[src/rtl/wiper_ctrl.sv]
module wiper_ctrl #(
  parameter int CODE_W = 7
) (
  input  logic                      clk,
  input  logic                      rst_n,
  input  logic                      cs_n,
  input  logic                      sclk,
  input  logic                      sdi,
  input  logic                      shdn_n,
  output logic                      sdo_pull_low,
  output logic [(1<<CODE_W)-1:0]    tap_sel,
  output logic                      sw_a_closed,
  output logic                      sw_b_closed
);
  localparam int TAPS = 1 << CODE_W;
  localparam logic [CODE_W-1:0] MID = CODE_W'(TAPS / 2);

  logic [2:0] cs_p, ck_p;
  logic [1:0] di_p, sd_p;
  logic [CODE_W-1:0] shreg, code;
  logic sdo_q, shut_q;

  wire ck_rise = ck_p[1] & ~ck_p[2];
  wire cs_rise = cs_p[1] & ~cs_p[2];
  wire sel     = ~cs_p[1];
  wire sd_on   = ~sd_p[1];

  always_ff @(posedge clk or negedge rst_n)
    if (!rst_n) begin
      cs_p <= '1;
      ck_p <= '0;
      di_p <= '0;
      sd_p <= '1;
    end else begin
      cs_p <= {cs_p[1:0], cs_n};
      ck_p <= {ck_p[1:0], sclk};
      di_p <= {di_p[0], sdi};
      sd_p <= {sd_p[0], shdn_n};
    end

  always_ff @(posedge clk or negedge rst_n)
    if (!rst_n) begin
      shreg <= '0;
      sdo_q <= 1'b1;
    end else if (ck_rise && sel) begin
      shreg <= {shreg[CODE_W-2:0], di_p[1]};
      sdo_q <= shreg[CODE_W-1];
    end

  always_ff @(posedge clk or negedge rst_n)
    if (!rst_n)       code <= MID;
    else if (cs_rise) code <= shreg;

  always_ff @(posedge clk or negedge rst_n)
    if (!rst_n) begin
      tap_sel <= TAPS'(1) << MID;
      shut_q  <= 1'b0;
    end else begin
      tap_sel <= sd_on ? '0 : (TAPS'(1) << code);
      shut_q  <= sd_on;
    end

  assign sw_a_closed  = ~shut_q;
  assign sw_b_closed  = shut_q;
  assign sdo_pull_low = ~sdo_q & ~shut_q;


  tap_onehot_chk: assert property (@(posedge clk) disable iff (!rst_n)
    !sd_on |=> $onehot(tap_sel));

  shut_outputs_chk: assert property (@(posedge clk) disable iff (!rst_n)
    sd_on |=> (tap_sel == '0 && sw_b_closed && !sw_a_closed && !sdo_pull_low));

  idle_shift_chk: assert property (@(posedge clk) disable iff (!rst_n)
    !sel |=> $stable(shreg));

  code_hold_chk: assert property (@(posedge clk) disable iff (!rst_n)
    !cs_rise |=> $stable(code));

  shift_in_chk: assert property (@(posedge clk) disable iff (!rst_n)
    (ck_rise && sel) |=> (shreg[0] == $past(di_p[1])));
endmodule

[config.mk]
export PLATFORM = sky130hd
export DESIGN_NAME = wiper_ctrl
export DESIGN_NICKNAME = d
export VERILOG_FILES = /design/src/rtl/wiper_ctrl.sv
export SDC_FILE = /design/constraint.sdc
export NUM_CORES = 1
export LEC_CHECK = 0
export BUFFER_PORTS_ARGS = -buffer_cell sky130_fd_sc_hd__buf_4
export CAP_MARGIN = 20
export CORE_UTILIZATION = 40
export CTS_BUF_LIST = sky130_fd_sc_hd__clkbuf_8
export DETAILED_ROUTE_END_ITERATION = 10
export GPL_TIMING_DRIVEN = 1
export PLACE_DENSITY = 0.66
export REMOVE_ABC_BUFFERS = 1
export SLEW_MARGIN = 20
export SYNTH_ARGS = -nofsm -noshare
export SYNTH_HDL_FRONTEND = slang
export SYNTH_SLANG_ARGS = --single-unit
[constraint.sdc]
create_clock -name clk -period 2.05 [get_ports clk]
set_clock_uncertainty 0.15 [all_clocks]
set_input_delay 0.41 -clock clk [delete_from_list [all_inputs] [get_ports clk]]
set_output_delay 0.41 -clock clk [all_outputs]
set_load 0.01 [all_outputs]
======== Yosys cells after proc, flatten, opt, wreduce, memory -nomap -nowiden ========
Index checks and enable logic that the tools add are counted.
storage, ports and cells
  input bits .............................. 6
  word-level logic and storage cells ...... 21
  output and inout port bits .............. 131
  register bits after elaboration ......... 154
operators by class
  reductions and logical operators ........ 1
  multiplexer cells ....................... 1
  shifts and indexed selects .............. 1
  bitwise gates (word level) .............. 9
operators by type and width
  kind                   count
  $mux 128               1
  $shl 1x7->128 const A  1
  $not 1->1              6
  $and 1x1->1            3
  $logic_and 1x1->1      1

======== Depth between registers and ports, before layout ========
Gate-level depths: netlist (run 1).
  word-level depth ........................ 3
  mapped depth ............................ 5
  mapped depth without buffers ............ 2

======== Worst setup path before layout (run 1) ========
No wires, ideal clock.
  path type ............................... register to register
  start ................................... register sd_p[1]
  end ..................................... register tap_sel[6]
  arrival time ............................ 1.420 ns
  data required time ...................... 1.826 ns
  cell stages (with the launch flop) ...... 6
  path buffers ............................ 3
  period minus slack after synthesis ...... 1.644 ns
  path slack .............................. 0.406 ns
  setup time .............................. 0.074 ns
  cells stage by stage .................... dfstp_2 -> buf_4 -> or4b_1 -> clkbuf_2 -> buf_6 -> nor2_1
between the ends
  longest elaborated chain between the ends .. 1
RTL lines
  what                    line  source
  start, declared         19    logic [1:0] di_p, sd_p;
  start signal, assigned  38    sd_p <= {sd_p[0], shdn_n};
  $mux 128                59    tap_sel <= sd_on ? '0 : (TAPS'(1) << code);
  end signal, assigned    56    tap_sel <= TAPS'(1) << MID;
  end signal, assigned    59
  end, declared           11    output logic [(1<<CODE_W)-1:0] tap_sel,
No other way between the ends.
A chain may end at the register's enable or synchronous reset.

======== Final worst setup path (run 1) ========
Ends and elaborated chain as after synthesis.

==> results.toml, run 1 <==
[placed_design]
io_buffers = 136
dp_hpwl_microns = 7500
placed_area_sq_um = 6360
place.gp.congestion = 0.780

[critical_path]
slowest_delay_ns = 0.75
arrival_ns = 1.99
r2r_start = "sd_p[1]"
endpoint = "tap_sel[6]"
r2r-end = "tap_sel[6]"
cpMaxStageDelayCell = "or4b_1"
endpoint_kind = "register"
cp_num_buf_inv = 0
critPathMaxFanout = 16
rrSetupSlack_ns = 0.26
cp_top_family = "simple AND/OR/NAND/NOR gates"
startpoint_type = "register"
criticalPathCategory = "reg -> reg"
cp.depth = 2
crit_start = "sd_p[1]"
required_ns = 2.26
r2r_cells = 2
crit_chain = "or4b_1, nor2_1"

[detailed_routing]
vias = 3276
routedWlPerCell_microns = 15.7
drt_iter0_markers = 160
ant_nets = 0
remaining_drc_errors = 0
via_per_inst = 4.65
dr.pass1.iters = 4
wirelength_microns = 11100

[finish]
layout-area-overhead-vs-synth_pct = 34.5
fill_cells = 1026
ff_latch_area_sq_um = 3860
multi_input_area_sq_um = 1060
stdcell_area_sq_um = 6830
drive_gt1_frac = 0.394
antenna_cells = 0
final_nets = 529

[clocking]
cts_setup_buffers = 0
cts_tree = "yes"
cts-resized-gates = 0
cts.sinks = 154
cts.clk_slew.worst_paths_ns = 0.08
htreeDepth = 4
clockBufferDepth = 2
root_buffer = "clkbuf_8"
numCtsBuffers = 17
clk_latency_ns = 0.43

[synthesis]
ys.flop_type = "dfrtp_1"
synth_warnings = 0
synth_most_common_cell = "dfrtp_1"
synth_top_cell_by_area = "dfrtp_1"
synth_seq_cells = 154
synth_top_area_share = 0.720
synth_cells = 371
synth_edf_count = 0
ys_types = 17
yosys-top-cells-count = "146 x dfrtp_1, 129 x nor2_1, 15 x mux2_2, 15 x nand4bb_1, 14 x clkbuf_1"
yosysSeqAreaShare = 0.761
synth_area_per_cell_sq_um = 13.7
netlist_area_sq_um = 5070
async_flop_share = 1.00
ys_top_cells_by_area = "dfrtp_1 72%, nor2_1 9.5%, dfstp_2 4.1%"

[sta]
max_slew.worst_pin.slew_ns = 0.607
tns_ns = 0
hold_viol = 0
period_share = 0.871
slew-limit-headroom = 0.595
slew_violations = 0
max_freq_ghz = 0.560
min_period_ns = 1.79
rsz0062_at_grt = "no"
setup_viol = 0

[die]
core.rowCount = 40
dieWidth_microns = 115
die-area_sq_um = 13100
io_pins = 137
die_y_microns = 115
initial_utilization = 0.416
core_area_sq_um = 12200

[worst_hold_path]
hp-class = "reg -> reg"

[grt]
grt_overflow_total = 0
grt_first_pass_wirelength_microns = 17600
grt_max_degree = 44
grt_pass1_vias = 3351
antenna_found_initial = 0
grtUsageTotal = 0.181

[pwr]
powerDensity_nw_per_um2 = 1030
peakVddDrop_uv = 363
p_leak_uw = 0.00339

[run_status]
run_status = "completed"

[flow_run]
maxCapViolCount = 0
[worst register-to-register path, stage by stage (launching register included)]
cell and delay, ns:
dfstp_2 0.61, or4b_1 0.75, nor2_1 0.21
[logic make-up (layout without fill, tap and decap cells)]
family	Yosys count	in the layout	synth area share
and+or+nand+nor	171	171	0.176
DFF	154	154	0.761
buffers and inverters	31	196	0.0296
muxes	15	15	0.0333
[layout by cell type, fill, tap and decap left out, drive strengths merged, types with 2 or more instances in the layout]
master,instances
inv,5
nand4,3
dlygate4sd3,5
buf,157
clkinv,4
clkinvlp,3
nor2,129
nand4bb,15
or4b,9
clkbuf,19
dfrtp,146
mux2,15
dfstp,8
bufinv,3
nand4b,11
or4,2
[routing by layer]
layer	up-vias	track usage	wire [microns]
li1	1499	-	-
met1	1672	0.229	4720
met2	94	0.298	5740
met3	11	0.0482	433
met4	0	0.0727	166
met5	-	0	0
[metrics by stage]
stage / hold slack (ns) / util / setup WS, ns / power [uW] / instances
CTS: 0.205 / 0.559 / 0.250 / 7080 / 704
floorplan: -0.0356 / - / 0.431 / 4130 / 342
global route: 0.208 / 0.559 / 0.128 / 7360 / 704
detailed placement: 0.186 / 0.521 / 0.270 / 4740 / 667
global placement: 0.184 / 0.521 / 0.309 / 4690 / 667
finish: 0.202 / 0.559 / 0.265 / 7000 / 704
[how the worst min path moves through the flow]
| stage | depth (start not counted) | startpoint | end | slack [ns] |
|---|---|---|---|---|
| 6_report | 0 | ck_p[0] | ck_p[1] | 0.20 |
| 5_1_grt | 0 | ck_p[0] | ck_p[1] | 0.21 |
| 4_1_cts | 0 | ck_p[0] | ck_p[1] | 0.21 |
| 3_5_place_dp | 0 | ck_p[0] | ck_p[1] | 0.19 |
| 3_3_place_gp | 0 | di_p[0] | di_p[1] | 0.18 |
| 2_1_floorplan | 0 | rst_n | ck_p[0] | -0.04 |
[flip-flops by register name, summed over array words and instances (netlist names)]
name	flops
ck_p	3
code	7
sw_b_closed	1
sd_p	2
cs_p	3
di_p	2
tap_sel	128
shreg	7
sdo_q	1
[power breakdown]
part	leakage, uW	internal, uW	switching [uW]	total [uW]
combinational	0.00109	520	680	1200
clock	0.000210	1260	1060	2320
sequential	0.00209	3250	234	3480
[cell type report]
| cell class | instances | area share |
|---|---|---|
| Timing Repair Buffer | 162 | 0.186 |
| Inverter | 2 | 0.00110 |
| Tap cell | 168 | 0.0308 |
| Clock inverter | 13 | 0.0224 |
| Sequential cell | 154 | 0.566 |
| Multi-Input combinational cell | 186 | 0.155 |
| Clock buffer | 19 | 0.0383 |
[timing repair]
item / 4_1_cts / 5_1_grt
endpoints found under the hold margin: 39 / 0
setup endpoints to repair: 0 / 0
hold buffers: 5 / 0
No activity file was read; power rests on OpenSTA's default activity.
==> inputs of run 2 (changes only) <==
ABC_AREA = 1   (was unset)
PLACE_DENSITY = 0.65   (was 0.66)
REMOVE_ABC_BUFFERS = unset   (was 1)
==> run 2 against run 1 <==
Compared with the run above: critical path depth unchanged; sequential power decreased by 6.9%; wire length is 11% higher; global-route usage is 1.3 points higher; area after synthesis is 1.9% higher; maximum frequency up 5.2%; sequential cell count is the same; sequential share of layout area shrank 0.26 points; register-to-register slack better by 0.18 ns; synthesized cell count up 18%; clock power is 2% lower; non-clock buffer count shrank 5; critical endpoint is now sdo_pull_low; largest cell class unchanged.
==> results.toml, run 2 <==
[synthesis]
synth_top_cell_by_area = "dfrtp_1"
syn-num-nets = 443
synth_warnings = 0
netlist_area_sq_um = 5170
synth_top_area_share = 0.706
ys_top_cells_by_area = "dfrtp_1 71%, nor2_1 7.4%, nand4_1 4.8%"
yosys-top-cells-count = "146 x dfrtp_1, 102 x nor2_1, 40 x nand4_1, 32 x nor3_1"
synth_edf_count = 0
async_flop_share = 1.00
synth_seq_cells = 154
ys_types = 21
synth_most_common_cell = "dfrtp_1"
synth_area_per_cell_sq_um = 11.8
ys.flop_type = "dfrtp_1"
synth_cells = 437
yosysSeqAreaShare = 0.747

[clocking]
cts.sinks = 154
htreeDepth = 4
cts.clk_slew.worst_paths_ns = 0.07
cts_tree = "yes"
clk_latency_ns = 0.44
numCtsBuffers = 17
clockBufferDepth = 2
root_buffer = "clkbuf_8"
cts_setup_buffers = 0

[detailed_routing]
drt_iter0_markers = 286
remaining_drc_errors = 0
ant_nets = 0
routedWlPerCell_microns = 16.1
via_per_inst = 4.81
dr.pass1.iters = 4
vias = 3674
wirelength_microns = 12300

[pwr]
power_uw = 6390
p_leak_uw = 0.00345
powerDensity_nw_per_um2 = 932
peakVddDrop_uv = 420

[finish]
mostFrequentLayoutCell = "buf_4"
final_nets = 585
utilization = 0.543
layout-area-overhead-vs-synth_pct = 32.6
top_register = "tap_sel"
drive_gt1_frac = 0.333
final_cell_mix = "148 x buf_4, 146 x dfrtp_1, 102 x nor2_1"
top_regs = "tap_sel x128, code x7, shreg x7"
largest_reg_flops = 128
antenna_cells = 0

[grt]
antenna_found_initial = 0
grt_overflow_total = 0
grt_max_degree = 49
grt_first_pass_wirelength_microns = 19100
grtUsageTotal = 0.194
grt_pass1_vias = 3585

[placed_design]
place.gp.congestion = 0.753
io_buffers = 136
dp_hpwl_microns = 8130

[critical_path]
r2r_cells = 4
cpMaxStageDelayCell = "dfstp_2"
critPathMaxFanout = 2
startpoint_type = "register"
criticalPathCategory = "reg -> out"
arrival_ns = 1.14
slowest_delay_ns = 0.53
crit_chain = "nor2_1, buf_4"
cp_num_buf_inv = 1
cp_top_family = "flip-flops"
endpoint_kind = "primary output"
required_ns = 1.49
cp.depth = 2

[sta]
setup_viol = 0
slew_violations = 0
slew-limit-headroom = 0.617
hold_viol = 0
tns_ns = 0
min_period_ns = 1.70
period_share = 0.828
max_freq_ghz = 0.589
hold_ws_ns = 0.202
rsz0062_at_grt = "no"
max_slew.worst_pin.slew_ns = 0.573

[die]
die_y_microns = 116
die-area_sq_um = 13400
initial_utilization = 0.410
core.rowCount = 41
core_area_sq_um = 12600
dieWidth_microns = 116
io_pins = 137

[worst_hold_path]
hp-class = "reg -> reg"
hold_path_depth = 0

[run_status]
run_status = "completed"

[flow_run]
maxCapViolCount = 0
[run 2: cell type report]
| cell class | count | area (sq um) |
|---|---|---|
| clock inverter | 13 | 135 |
| clock buffer | 19 | 262 |
| sequential | 154 | 3860 |
| multi-input combinational | 233 | 1090 |
| tap | 172 | 215 |
| inverter | 16 | 60.1 |
| timing repair buffer | 157 | 1230 |
| fill | 1143 | 5760 |
[run 2: power breakdown]
part           switching [uW]  leakage (uW)  internal, uW  total (uW)
Sequential               77.3       0.00209          3160        3240
Clock                    1040      0.000224          1240        2280
Combinational             661       0.00114           215         876
[run 2: routing by layer]
layer,share of wire,GRT usage,up-vias
met5,0,0,-
met4,0.019,0.0846,0
met3,0.046,0.0455,20
met2,0.52,0.314,112
met1,0.42,0.253,1829
li1,-,-,1713
[run 2: cell families after synthesis]
family,Yosys count,share of synthesized area
buffers and inverters,50,0.0428
AND/OR/NAND/NOR,218,0.196
flip-flops,154,0.747
AO/OA/AOI/OAI,15,0.0145
[run 2: what timing repair did]
action | 4_1_cts | 5_1_grt
endpoints found under the hold margin | 40 | 0
hold buffers | 5 | 0
gates resized for setup | 0 | 0
[run 2: final timing paths]
path / from / endpoint / slack, ns
hold reg to reg: ck_p[0] / ck_p[1] / 0.20
min in group asynchronous: rst_n / tap_sel[123] / 0.32
setup / recovery: sdo_q / sdo_pull_low / 0.35
max in group asynchronous: rst_n / tap_sel[9] / 0.85
hold / removal: ck_p[0] / ck_p[1] / 0.20
setup reg to reg: code[2] / tap_sel[21] / 0.44
[run 2: stage by stage]
step           cell area (sq um)  setup WS (ns)  cells
6_report                    6860          0.354    764
5_1_grt                     6860          0.281    764
2_1_floorplan               5170          0.627    437
3_5_place_dp                6410          0.433    727
3_3_place_gp                6410          0.479    727
4_1_cts                     6860          0.311    764
